==> config.mk <==
export PLATFORM = sky130hd
export DESIGN_NAME = pixfmt_packer
export DESIGN_NICKNAME = d
export VERILOG_FILES = /design/src/rtl/pf_pkg.sv /design/src/rtl/pf_format_map.sv /design/src/rtl/pf_byte_packer.sv /design/src/rtl/pixfmt_packer.sv
export SDC_FILE = /design/constraint.sdc
export NUM_CORES = 1
export LEC_CHECK = 0
export ABC_AREA = 1
export CORE_AREA = 8 8 125 127
export CTS_CLUSTER_DIAMETER = 100
export CTS_CLUSTER_SIZE = 25
export DETAILED_ROUTE_END_ITERATION = 7
export DIE_AREA = 0 0 133 135
export DONT_BUFFER_PORTS = 1
export SETUP_SLACK_MARGIN = 0.3
export SYNTH_ARGS = -nofsm -noshare
export SYNTH_HDL_FRONTEND = slang
export SYNTH_SLANG_ARGS = --single-unit
==> constraint.sdc <==
create_clock -name clk -period 4.86 [get_ports clk]
set_clock_uncertainty 0.2 [all_clocks]
set_input_delay 0.729 -clock clk [delete_from_list [all_inputs] [get_ports clk]]
set_output_delay 0.729 -clock clk [all_outputs]
set_load 0.02 [all_outputs]
==> src/rtl/pf_pkg.sv <==
// Package: shared sizes, format codes and strobe helper for the pixel packer.
// Assumes 8-bit channels and 32-bit output words.
package pf_pkg;
    localparam int BYTE_W     = 8;
    localparam int WORD_BYTES = 4;
    localparam int WORD_W     = BYTE_W * WORD_BYTES;
    localparam int ACC_W      = BYTE_W * (WORD_BYTES - 1);
    localparam int COMB_W     = ACC_W + WORD_W;
    localparam int LEN_W      = 3;

    typedef enum logic [3:0] {
        FMT_ABGR4444 = 4'd0,
        FMT_ARGB4444 = 4'd1,
        FMT_BGRA4444 = 4'd2,
        FMT_RGBA4444 = 4'd3,
        FMT_BGR565   = 4'd6,
        FMT_RGB565   = 4'd7,
        FMT_BGR888   = 4'd8,
        FMT_RGB888   = 4'd9,
        FMT_ABGR8888 = 4'd12,
        FMT_ARGB8888 = 4'd13,
        FMT_BGRA8888 = 4'd14,
        FMT_RGBA8888 = 4'd15
    } fmt_e;

    // Strobe pattern with the lowest n lanes set
    function automatic logic [WORD_BYTES-1:0] low_strb(input logic [LEN_W-1:0] n);
        logic [WORD_BYTES-1:0] s;
        s = '0;
        for (int i = 0; i < WORD_BYTES; i++)
            if (LEN_W'(i) < n) s[i] = 1'b1;
        return s;
    endfunction
endpackage

==> src/rtl/pf_format_map.sv <==
// Format map: turns one ARGB pixel into its output bytes (byte 0 in bits 7:0)
// and a byte count. Purely combinational. Unsupported codes give length 0
// and fmt_ok low.
module pf_format_map
    import pf_pkg::*;
(
    input  logic [WORD_W-1:0] pixel,
    input  logic [3:0]        fmt,
    input  logic              alpha_keep,
    input  logic              alpha_inv,
    output logic [WORD_W-1:0] pix_bytes,
    output logic [LEN_W-1:0]  pix_len,
    output logic              fmt_ok
);
    logic [BYTE_W-1:0] ch_a, ch_r, ch_g, ch_b, a_eff;

    assign ch_a = pixel[31:24];
    assign ch_r = pixel[23:16];
    assign ch_g = pixel[15:8];
    assign ch_b = pixel[7:0];

    // Alpha source: pixel value (optionally inverted) or constant fill
    always_comb a_eff = alpha_keep ? (alpha_inv ? ~ch_a : ch_a) : {BYTE_W{~alpha_inv}};

    // Layout selection per format code
    always_comb begin
        pix_bytes = '0;
        pix_len   = '0;
        fmt_ok    = 1'b1;
        case (fmt)
            FMT_ABGR4444: begin pix_bytes[15:0] = {a_eff[7:4], ch_b[7:4], ch_g[7:4], ch_r[7:4]}; pix_len = 3'd2; end
            FMT_ARGB4444: begin pix_bytes[15:0] = {a_eff[7:4], ch_r[7:4], ch_g[7:4], ch_b[7:4]}; pix_len = 3'd2; end
            FMT_BGRA4444: begin pix_bytes[15:0] = {ch_b[7:4], ch_g[7:4], ch_r[7:4], a_eff[7:4]}; pix_len = 3'd2; end
            FMT_RGBA4444: begin pix_bytes[15:0] = {ch_r[7:4], ch_g[7:4], ch_b[7:4], a_eff[7:4]}; pix_len = 3'd2; end
            FMT_BGR565:   begin pix_bytes[15:0] = {ch_b[7:3], ch_g[7:2], ch_r[7:3]}; pix_len = 3'd2; end
            FMT_RGB565:   begin pix_bytes[15:0] = {ch_r[7:3], ch_g[7:2], ch_b[7:3]}; pix_len = 3'd2; end
            FMT_BGR888:   begin pix_bytes[23:0] = {ch_b, ch_g, ch_r}; pix_len = 3'd3; end
            FMT_RGB888:   begin pix_bytes[23:0] = {ch_r, ch_g, ch_b}; pix_len = 3'd3; end
            FMT_ABGR8888: begin pix_bytes = {a_eff, ch_b, ch_g, ch_r}; pix_len = 3'd4; end
            FMT_ARGB8888: begin pix_bytes = {a_eff, ch_r, ch_g, ch_b}; pix_len = 3'd4; end
            FMT_BGRA8888: begin pix_bytes = {ch_b, ch_g, ch_r, a_eff}; pix_len = 3'd4; end
            FMT_RGBA8888: begin pix_bytes = {ch_r, ch_g, ch_b, a_eff}; pix_len = 3'd4; end
            default:      fmt_ok = 1'b0;
        endcase
    end
endmodule

==> src/rtl/pf_byte_packer.sv <==
// Byte packer: appends each pixel's bytes to a carry register holding up to
// three bytes. Full words go to the output register. At end of line, the
// remainder is flushed, taking an extra cycle when a word and a remainder
// are both due. Assumes take is only raised when out_free is high.
module pf_byte_packer
    import pf_pkg::*;
(
    input  logic                  clk,
    input  logic                  rst_n,
    input  logic                  take,
    input  logic [WORD_W-1:0]     pix_bytes,
    input  logic [LEN_W-1:0]      pix_len,
    input  logic                  pix_last,
    input  logic [WORD_BYTES-1:0] byte_mask,
    input  logic                  out_ready,
    output logic                  out_free,
    output logic                  flush_pend,
    output logic                  out_valid,
    output logic [WORD_W-1:0]     out_data,
    output logic [WORD_BYTES-1:0] out_strb
);
    logic [ACC_W-1:0]  acc_q;
    logic [LEN_W-1:0]  fill_q;
    logic              flush_q;
    logic [COMB_W-1:0] combined;
    logic [LEN_W-1:0]  total;

    assign out_free   = !out_valid || out_ready;
    assign flush_pend = flush_q;

    // Merge carried bytes with the new pixel placed above them
    always_comb begin
        combined = {{WORD_W{1'b0}}, acc_q}
                 | ({{ACC_W{1'b0}}, pix_bytes} << {fill_q, 3'b000});
        total    = fill_q + pix_len;
    end

    // Carry, flush and output-register update
    always_ff @(posedge clk) begin
        if (!rst_n) begin
            out_valid <= 1'b0;
            out_data  <= '0;
            out_strb  <= '0;
            acc_q     <= '0;
            fill_q    <= '0;
            flush_q   <= 1'b0;
        end else begin
            if (out_free) out_valid <= 1'b0;
            if (flush_q && out_free) begin
                out_valid <= 1'b1;
                out_data  <= {{BYTE_W{1'b0}}, acc_q};
                out_strb  <= low_strb(fill_q) & byte_mask;
                acc_q     <= '0;
                fill_q    <= '0;
                flush_q   <= 1'b0;
            end else if (take) begin
                if (total >= LEN_W'(WORD_BYTES)) begin
                    out_valid <= 1'b1;
                    out_data  <= combined[WORD_W-1:0];
                    out_strb  <= byte_mask;
                    acc_q     <= combined[COMB_W-1:WORD_W];
                    fill_q    <= total - LEN_W'(WORD_BYTES);
                    flush_q   <= pix_last && (total != LEN_W'(WORD_BYTES));
                end else if (pix_last) begin
                    out_valid <= 1'b1;
                    out_data  <= combined[WORD_W-1:0];
                    out_strb  <= low_strb(total) & byte_mask;
                    acc_q     <= '0;
                    fill_q    <= '0;
                end else begin
                    acc_q     <= combined[ACC_W-1:0];
                    fill_q    <= total;
                end
            end
        end
    end

    // a stalled word stays put
    a_r9_hold_when_stalled: assert property (@(posedge clk) disable iff (!rst_n)
        out_valid && !out_ready |=> out_valid && $stable(out_data) && $stable(out_strb));
    // no strobe outside the store mask
    a_r7_strb_within_mask: assert property (@(posedge clk) disable iff (!rst_n)
        out_valid |-> (out_strb & ~byte_mask) == '0);
    // a pending flush always carries bytes
    a_r8_flush_has_bytes: assert property (@(posedge clk) disable iff (!rst_n)
        flush_q |-> fill_q != '0);
endmodule

==> src/rtl/pixfmt_packer.sv <==
// Top: pixel-to-word format packer. Maps each accepted pixel to its bytes,
// then packs them into strobed 32-bit words. Pixels under an unsupported
// format code are accepted and dropped. Controls are assumed steady per line.
module pixfmt_packer
    import pf_pkg::*;
(
    input  logic                  clk,
    input  logic                  rst_n,
    input  logic [3:0]            fmt_code,
    input  logic                  alpha_keep,
    input  logic                  alpha_inv,
    input  logic [WORD_BYTES-1:0] byte_mask,
    input  logic                  in_valid,
    output logic                  in_ready,
    input  logic [WORD_W-1:0]     in_pixel,
    input  logic                  in_last,
    output logic                  out_valid,
    input  logic                  out_ready,
    output logic [WORD_W-1:0]     out_data,
    output logic [WORD_BYTES-1:0] out_strb,
    output logic                  fmt_err
);
    logic [WORD_W-1:0] pix_bytes;
    logic [LEN_W-1:0]  pix_len;
    logic              fmt_ok, out_free, flush_pend, take;

    pf_format_map u_map (
        .pixel      (in_pixel),
        .fmt        (fmt_code),
        .alpha_keep (alpha_keep),
        .alpha_inv  (alpha_inv),
        .pix_bytes  (pix_bytes),
        .pix_len    (pix_len),
        .fmt_ok     (fmt_ok)
    );

    // Input handshake: drop pixels on bad codes, otherwise wait for room
    always_comb begin
        fmt_err  = !fmt_ok;
        in_ready = fmt_err || (out_free && !flush_pend);
        take     = in_valid && in_ready && fmt_ok;
    end

    pf_byte_packer u_pack (
        .clk        (clk),
        .rst_n      (rst_n),
        .take       (take),
        .pix_bytes  (pix_bytes),
        .pix_len    (pix_len),
        .pix_last   (in_last),
        .byte_mask  (byte_mask),
        .out_ready  (out_ready),
        .out_free   (out_free),
        .flush_pend (flush_pend),
        .out_valid  (out_valid),
        .out_data   (out_data),
        .out_strb   (out_strb)
    );

    // no new pixel while the flush word is owed
    a_r8_flush_blocks_input: assert property (@(posedge clk) disable iff (!rst_n)
        flush_pend && !fmt_err |-> !in_ready);
    // a bad code starts no word
    a_r10_bad_code_silent: assert property (@(posedge clk) disable iff (!rst_n)
        fmt_err && !out_valid && !flush_pend |=> !out_valid);
endmodule

==> results.md, run 1 <==
* Run status: completed
* Total Die Area at roughly 18000 µm²
* CTS tree: done
* Routability cong. at about 0.96
* DP Wirelength at ~15 mm
* WS Path Type: flip-flop to flip-flop
* Total track usage at 22.7%
* Flip-flop cell with the highest count after synthesis: sky130_fd_sc_hd__dfxtp_1
* Setup TNS at 0 ns
* Critical path fanouts, max at 28
* CTS max path bufs at 2
* Worst relative slew slack at 38.5%
* Number of port buffers at 0
* Synthesized netlist net count at 997
* Grt total ovfl at 0
* Starting Density at 39.4%
* First-pass GRT wire length at 32.4 mm
* Maximum achievable frequency at 271 MHz
* Required time at the worst-slack endpoint at slightly below 5 ns
* Number of buffers inserted to repair setup after CTS at 0
* Synthesis Warnings at 0
* Syn Area/Cell at 5.66 µm²
* Average wire per standard cell at 18.8 µm
* Register area share after synthesis at roughly a quarter
* Finish-stage setup viols at 0
* Slew at the pin closest to its max-slew limit at 0.920 ns
* Number of synthesized flops with an enable pin at 0
* Reg-to-reg endpoint: u_pack.out_data[0]
* Power Dens Cells at 291 nW/µm²
* Cell breakdown of the critical path: inv_1, fa_1, xnor2_2, a21oi_4, inv_2, nand2_4, o211ai_1, a21oi_1
* Filler cell count in the final layout at 1499
* Arrival time at the worst endpoint at between 3 and 4 ns
* Worst r2r path cells at 8
* Dominant cells by area after synthesis: sky130_fd_sc_hd__dfxtp_1 (24%), sky130_fd_sc_hd__nand2_1 (20%), sky130_fd_sc_hd__nand3_1 (15%), sky130_fd_sc_hd__o21ai_0 (6.5%), sky130_fd_sc_hd__a21oi_1 (5.7%)
* Maximum number of pins on one net before global-route repair at between 50 and 60
* Startpoint type of the worst setup path: flip-flop
* Vert. Die Dim at 135 µm
* Routed wire length at 20.7 mm
* Remaining antenna violation count at 0
* Layout Utilization at between 40% and 50%
* Horiz. Die Dim at 133 µm
* Cell type with the largest total area after synthesis: sky130_fd_sc_hd__dfxtp_1
* Largest stage delay, worst path at 0.70 ns
* Capture point of the critical path: u_pack.out_data[0]
* Initial antenna violation count at 0
* Type of the tightest min-delay check: flip-flop to flip-flop
* Leakage power summed over all cells at between 2 and 3 nW
* Std cell rows at 43
* Cell area after synthesis at 5370 µm²
* Flip-flop and latch count after synthesis at 65
* DR pass1 iterations at 7
* Yosys top cell area share at 24.2%
* Diode insertion count for antenna repair at 0
* H-tree depth reported by CTS at 3
* Routed vias at approximately 6400
* Cell chosen for the clock root: sky130_fd_sc_hd__clkbuf_16
* Number of buffers added to fix hold violations after cts at 0
* Layout net count at ~960
* Floorplan core area at approximately 14000 µm²
* Unrepaired setup endpoints after global routing: no
* Vias per cell at 5.81
* First DRT Iteration DRCs at 761
* Flop2flop setup slack at around 1.2 ns
* Quantity of gates resized following cts at 0
* Final period demand of the worst path at 3.69 ns
* Sink count of the clock tree at 65
* Beginning of the worst register-to-register path: u_pack.fill_q[1]
* Cell count after synthesis at around 950
* Final number of max-transition violations at 0
* Vias in the first global route at roughly 5800
* Post-synthesis to final-layout area growth at 6.83%
* Post-synth ARST share at 0%
* Max IR drop VDD at 0.000193 V
* Share of final-layout standard cells stronger than drive strength 1 at 4.89%
* Setup crit start: u_pack.fill_q[1]
* Count of endpoints failing hold in the final timing report at 0
* DRC errors left at 0
* Clk pin slew, worst setup/hold paths at ~0.050 ns
* Number of buffers inserted during clock tree synthesis at 9
* Clock insertion delay at the later pin of the skew report at 0.34 ns
* Number of top-level pins at 86
* Post-synth cell types at 34
* Sort of element at the end of the critical path: flip-flop
* Cell type of the slowest stage on the worst timing path: sky130_fd_sc_hd__dfxtp_1
* Part of the cycle the worst path needs at 76.0%
* Maximum Capacitance Violations at 0
==> worst max-delay path, delay by kind of cell, from the launching register on <==
| kind | cells | cell delay (ns) |
|---|---|---|
| AOI/OAI and AO/OA | 3 | 0.76 |
| xor gates and xnor gates | 1 | 0.22 |
| adders and majority gates | 1 | 0.57 |
| buffers and inverters | 2 | 0.79 |
| DFF | 1 | 0.70 |
| and+or+nand+nor | 1 | 0.35 |
==> stage by stage <==
| step | setup slack (ns) | power [mW] | hold slack [ns] | area (µm²) | cells |
|---|---|---|---|---|---|
| floorplan | 1.73 | 0.920 | 0.250 | 5370 | 948 |
| global placement | 1.09 | 1.02 | 0.271 | 5440 | 1084 |
| detailed placement | 0.934 | 1.02 | 0.274 | 5440 | 1084 |
| CTS | 1.21 | 1.67 | 0.286 | 5730 | 1100 |
| global route | 0.912 | 1.75 | 0.300 | 5730 | 1100 |
| finish | 1.17 | 1.67 | 0.280 | 5730 | 1100 |
==> flip-flops by register name, indices dropped and copies added (netlist names) <==
| register | cells |
|---|---|
| u_pack.fill_q | 3 |
| u_pack.out_data | 32 |
| u_pack.flush_pend | 1 |
| u_pack.acc_q | 24 |
| u_pack.out_valid | 1 |
| u_pack.out_strb | 4 |
==> kinds of logic after synthesis <==
family | after synthesis | share of synthesized area [%]
compound gates | 189 | 19.9
simple gates | 551 | 44.0
buf+inv | 136 | 10.1
xor+xnor | 3 | 0.770
flops | 65 | 24.2
mux | 2 | 0.373
fa+ha+maj | 2 | 0.606
==> area by class of cell <==
cell class	instances	area, µm²	share of cell area (%)
Tap cell	180	225	3.93
Sequential cell	65	1300	22.7
Clock inverter	5	55.1	0.960
Inverter	81	304	5.30
Timing Repair Buffer	11	82.6	1.44
Multi-Input combinational cell	747	3520	61.4
Clock buffer	11	243	4.23
==> synth_stat cells, types with 5 or more instances <==
cell type,n
sky130_fd_sc_hd__buf_2,11
sky130_fd_sc_hd__a21oi_1,61
sky130_fd_sc_hd__buf_1,8
sky130_fd_sc_hd__a31oi_1,16
sky130_fd_sc_hd__nand2_1,285
sky130_fd_sc_hd__o21ai_0,70
sky130_fd_sc_hd__o21bai_1,13
sky130_fd_sc_hd__clkbuf_1,31
sky130_fd_sc_hd__nor2_1,74
sky130_fd_sc_hd__buf_4,5
sky130_fd_sc_hd__o211ai_1,19
sky130_fd_sc_hd__dfxtp_1,65
sky130_fd_sc_hd__inv_1,76
sky130_fd_sc_hd__or2_2,6
sky130_fd_sc_hd__nand4_1,15
sky130_fd_sc_hd__nand3_1,158
==> routing by layer <==
layer	vias to the layer above	track usage (%)	part of all wire, %
met3	41	6.91	12
met1	2905	30.4	43
met4	0	7.82	3.0
li1	3094	-	-
met5	-	0	0
met2	350	33.5	42
==> placed cells by master (no fill, tap or decap), drive strengths merged <==
cell,n
xor2,2
a21o,2
clkinv,4
o21ai,74
nand4,15
inv,79
nor2,78
or2,8
fa,1
o21bai,13
nand3,159
xnor2,1
mux2i,2
ha,1
clkinvlp,2
nor3,3
o22ai,3
a31oi,16
nor3b,1
a21oi,62
bufinv,1
buf,11
clkbuf,11
dfxtp,65
o211ai,19
nand2,287
==> where the power goes <==
| part | switching (mW) | total (mW) | internal, mW | leakage (nW) |
|---|---|---|---|---|
| Clock | 0.245 | 0.654 | 0.409 | 0.142 |
| Sequential | 0.0586 | 0.628 | 0.569 | 0.529 |
| Combinational | 0.276 | 0.388 | 0.112 | 1.86 |
| Total | 0.579 | 1.67 | 1.09 | 2.53 |
==> worst min path at each step <==
stage	from	endpoint	cells past startpoint
2_1_floorplan	u_pack.flush_pend	u_pack.flush_pend	2
3_3_place_gp	u_pack.acc_q[16]	u_pack.out_data[16]	2
3_5_place_dp	u_pack.acc_q[23]	u_pack.out_data[23]	2
4_1_cts	u_pack.flush_pend	u_pack.flush_pend	2
5_1_grt	u_pack.acc_q[18]	u_pack.out_data[18]	2
6_report	u_pack.flush_pend	u_pack.flush_pend	2
Power figures use the tool's default switching activity.
==> run 2: changes to the inputs <==
clock period = 3.71 ns   (was 4.86 ns; I/O delays follow)
==> run 2 against run 1 <==
  * Cell area is 2.7% higher
  * Combinational power increased by 36%
  * Total power up 43%
  * Global-route usage rose by 0.17 points
  * Critical endpoint is now u_pack.out_data[17]
  * Largest cell class unchanged
==> results.md, run 2 (synthesized netlist as in run 1, its figures left out) <==
* Final period demand of the worst path at 2.77 ns
* Slew at the pin closest to its max-slew limit at 0.816 ns (was 0.920 ns)
* Cell repeated most along the worst path: sky130_fd_sc_hd__inv_2
* Clk pin slew, worst setup/hold paths at 0.06 ns (was 0.05 ns)
* Routability cong. at 0.955 (was 0.961)
* Vias per cell at 5.78 (was 5.81)
* CTS tree: done (unchanged)
* Run status: completed (unchanged)
* Number of flip-flops under the largest register name at 32 (unchanged)
* Global routing met1 resource utilization at 31.5% (was 30.4%)
* Share of total power in the clock network at 43.7% (was 39.1%)
* Kind of cell adding the most delay to the critical path: adder cells (was buffers and inverters)
* DP Wirelength at 15.9 mm (was 15.5 mm)
* H-tree depth reported by CTS at 3 (unchanged)
* Final number of max-transition violations at 0 (unchanged)
* Fraction of power spent switching nets at 32.0% (was 34.7%)
* Sink count of the clock tree at 65 (unchanged)
* Layout Utilization at 43.3% (was 42.1%)
* Post-synthesis to final-layout area growth at 9.77% (was 6.83%)
* Maximum Capacitance Violations at 0 (unchanged)
* Internal power contribution at 1.63 mW (was 1.09 mW)
* Number of buffers inserted to repair setup after CTS at 0 (unchanged)
* Routed wire length at 20.9 mm (was 20.7 mm)
* Setup TNS at 0 ns (unchanged)
* Max IR drop VDD at 0.000233 V (was 0.000193 V)
* Critical path fanouts, max at 28 (unchanged)
* Unrepaired setup endpoints after global routing: no (unchanged)
* DRC errors left at 0 (unchanged)
* Finish-stage setup viols at 0 (unchanged)
* First-pass GRT wire length at 32.9 mm (was 32.4 mm)
* Number of top-level pins at 86 (unchanged)
* Count of endpoints failing hold in the final timing report at 0 (unchanged)
* Startpoint type of the worst setup path: input pin (was flip-flop)
* Type of the tightest min-delay check: input pin to flip-flop (was flip-flop to flip-flop)
* Maximum achievable frequency at 362 MHz
* Vert. Die Dim at 135 µm (unchanged)
* Horiz. Die Dim at 133 µm (unchanged)
* Required time at the worst-slack endpoint at 3.72 ns (was 4.92 ns)
* Initial antenna violation count at 0 (unchanged)
* Share of final-layout standard cells stronger than drive strength 1 at 6.02% (was 4.89%)
* Global-route met2 utilization at 33.7% (was 33.5%)
* Busiest metal layer after global routing: met2 (unchanged)
* Net switching component of the power at 0.765 mW (was 0.579 mW)
* Diode insertion count for antenna repair at 0 (unchanged)
* Largest stage delay, worst path at 0.46 ns (was 0.70 ns)
* Routed vias at 6411 (was 6390)
* Floorplan core area at 13600 µm² (unchanged)
* Std cell rows at 43 (unchanged)
* Starting Density at 39.4% (unchanged)
* Sort of element at the end of the critical path: flip-flop (unchanged)
* Combinational share of power at 22.1% (was 23.2%)
* Worst relative slew slack at 45.5% (was 38.5%)
* Cell breakdown of the critical path: inv_2, nand2_1, nor2_1, ha_1, inv_1, fa_1, xnor2_2, a21oi_4, inv_2, nand2_4, o21ai_0, a31oi_1 (was inv_1, fa_1, xnor2_2, a21oi_4, inv_2, nand2_4, o211ai_1, a21oi_1)
* Cell type of the slowest stage on the worst timing path: sky130_fd_sc_hd__fa_1 (was sky130_fd_sc_hd__dfxtp_1)
* Grt total ovfl at 0 (unchanged)
* Arrival time at the worst endpoint at 2.78 ns (was 3.76 ns)
* GR Util met3 at 5.72% (was 6.91%)
* Number of buffers inserted during clock tree synthesis at 9 (unchanged)
* Part of the power in registers at 34.2% (was 37.6%)
* CTS max path bufs at 2 (unchanged)
* Clock insertion delay at the later pin of the skew report at 0.33 ns (was 0.34 ns)
* DR pass1 iterations at 6 (was 7)
* Worst path buffer plus inverter count at 3 (was 2)
* Power Dens Cells at 406 nW/µm² (was 291 nW/µm²)
* Part of the cycle the worst path needs at 74.5%
* Most flops, register: u_pack.out_data (unchanged)
* Leakage power summed over all cells at 2.62 nW (was 2.53 nW)
* Remaining antenna violation count at 0 (unchanged)
* WS Path Type: input pin to flip-flop (was flip-flop to flip-flop)
* Commonest non-fill, non-tap cells in the layout: sky130_fd_sc_hd__nand2_1 (285), sky130_fd_sc_hd__nand3_1 (158), sky130_fd_sc_hd__inv_1 (76) (unchanged)
* Layout net count at 974 (was 964)
* Vias in the first global route at 5867 (was 5770)
* Total Die Area at 18000 µm² (unchanged)
* Quantity of gates resized following cts at 0 (unchanged)
* First DRT Iteration DRCs at 683 (was 761)
* Tot Pwr at 2.39 mW (was 1.67 mW)
* Average wire per standard cell at 18.8 µm (about the same)
* Number of buffers added to fix hold violations after cts at 0 (unchanged)
* Largest registers: u_pack.out_data x32, u_pack.acc_q x24, u_pack.out_strb x4 (unchanged)
* Most common cell after layout, fill and taps aside: sky130_fd_sc_hd__nand2_1 (unchanged)
* Maximum number of pins on one net before global-route repair at 33 (was 58)
* Total track usage at 22.9% (was 22.7%)
* Cell chosen for the clock root: sky130_fd_sc_hd__clkbuf_16 (unchanged)
* Number of port buffers at 0 (unchanged)
-- run 2: worst paths after layout --
path / start / endpoint / slack (ns) / cells after the start
max: fmt_code[1] / u_pack.out_data[17] / 0.94 / 12
min: rst_n / u_pack.out_data[22] / 0.16 / 2
max reg2reg: u_pack.fill_q[0] / u_pack.out_data[17] / 1.17 / 9
min reg2reg: u_pack.flush_pend / u_pack.flush_pend / 0.29 / 2
-- run 2: through the flow --
| stage | hold slack, ns | setup WS (ns) | cell area (µm²) | std cells |
|---|---|---|---|---|
| after floorplan | 0.250 | 0.749 | 5370 | 948 |
| after global placement | 0.274 | 0.707 | 5520 | 1094 |
| after detailed placement | 0.270 | 0.602 | 5520 | 1094 |
| after CTS | 0.150 | 0.953 | 5890 | 1110 |
| after global routing | 0.162 | 0.741 | 5890 | 1110 |
| final | 0.160 | 0.945 | 5890 | 1110 |
-- run 2: power groups by stage --
stage	Clock (mW)	Combinational, mW	Sequential [mW]
2_1_floorplan	0	0.383	0.821
3_3_place_gp	0	0.513	0.834
3_5_place_dp	0	0.514	0.834
4_1_cts	1.06	0.516	0.820
5_1_grt	1.09	0.583	0.825
6_report	1.05	0.528	0.818
-- run 2: cell type report --
type                    count  area (µm²)
repair buffers             21         170
fillers                  1481        7720
multi-input cells         747        3520
clock inverters             7         143
well taps                 180         225
clock buffers               9         225
flip-flops and latches     65        1300
inverters                  81         304
-- run 2: routing by layer --
layer	up-vias	wire, µm	share of wire (%)
met5	-	0	0
met4	0	480	2.3
met3	38	2190	10
met2	340	9170	44
met1	2918	9030	43
li1	3115	-	-
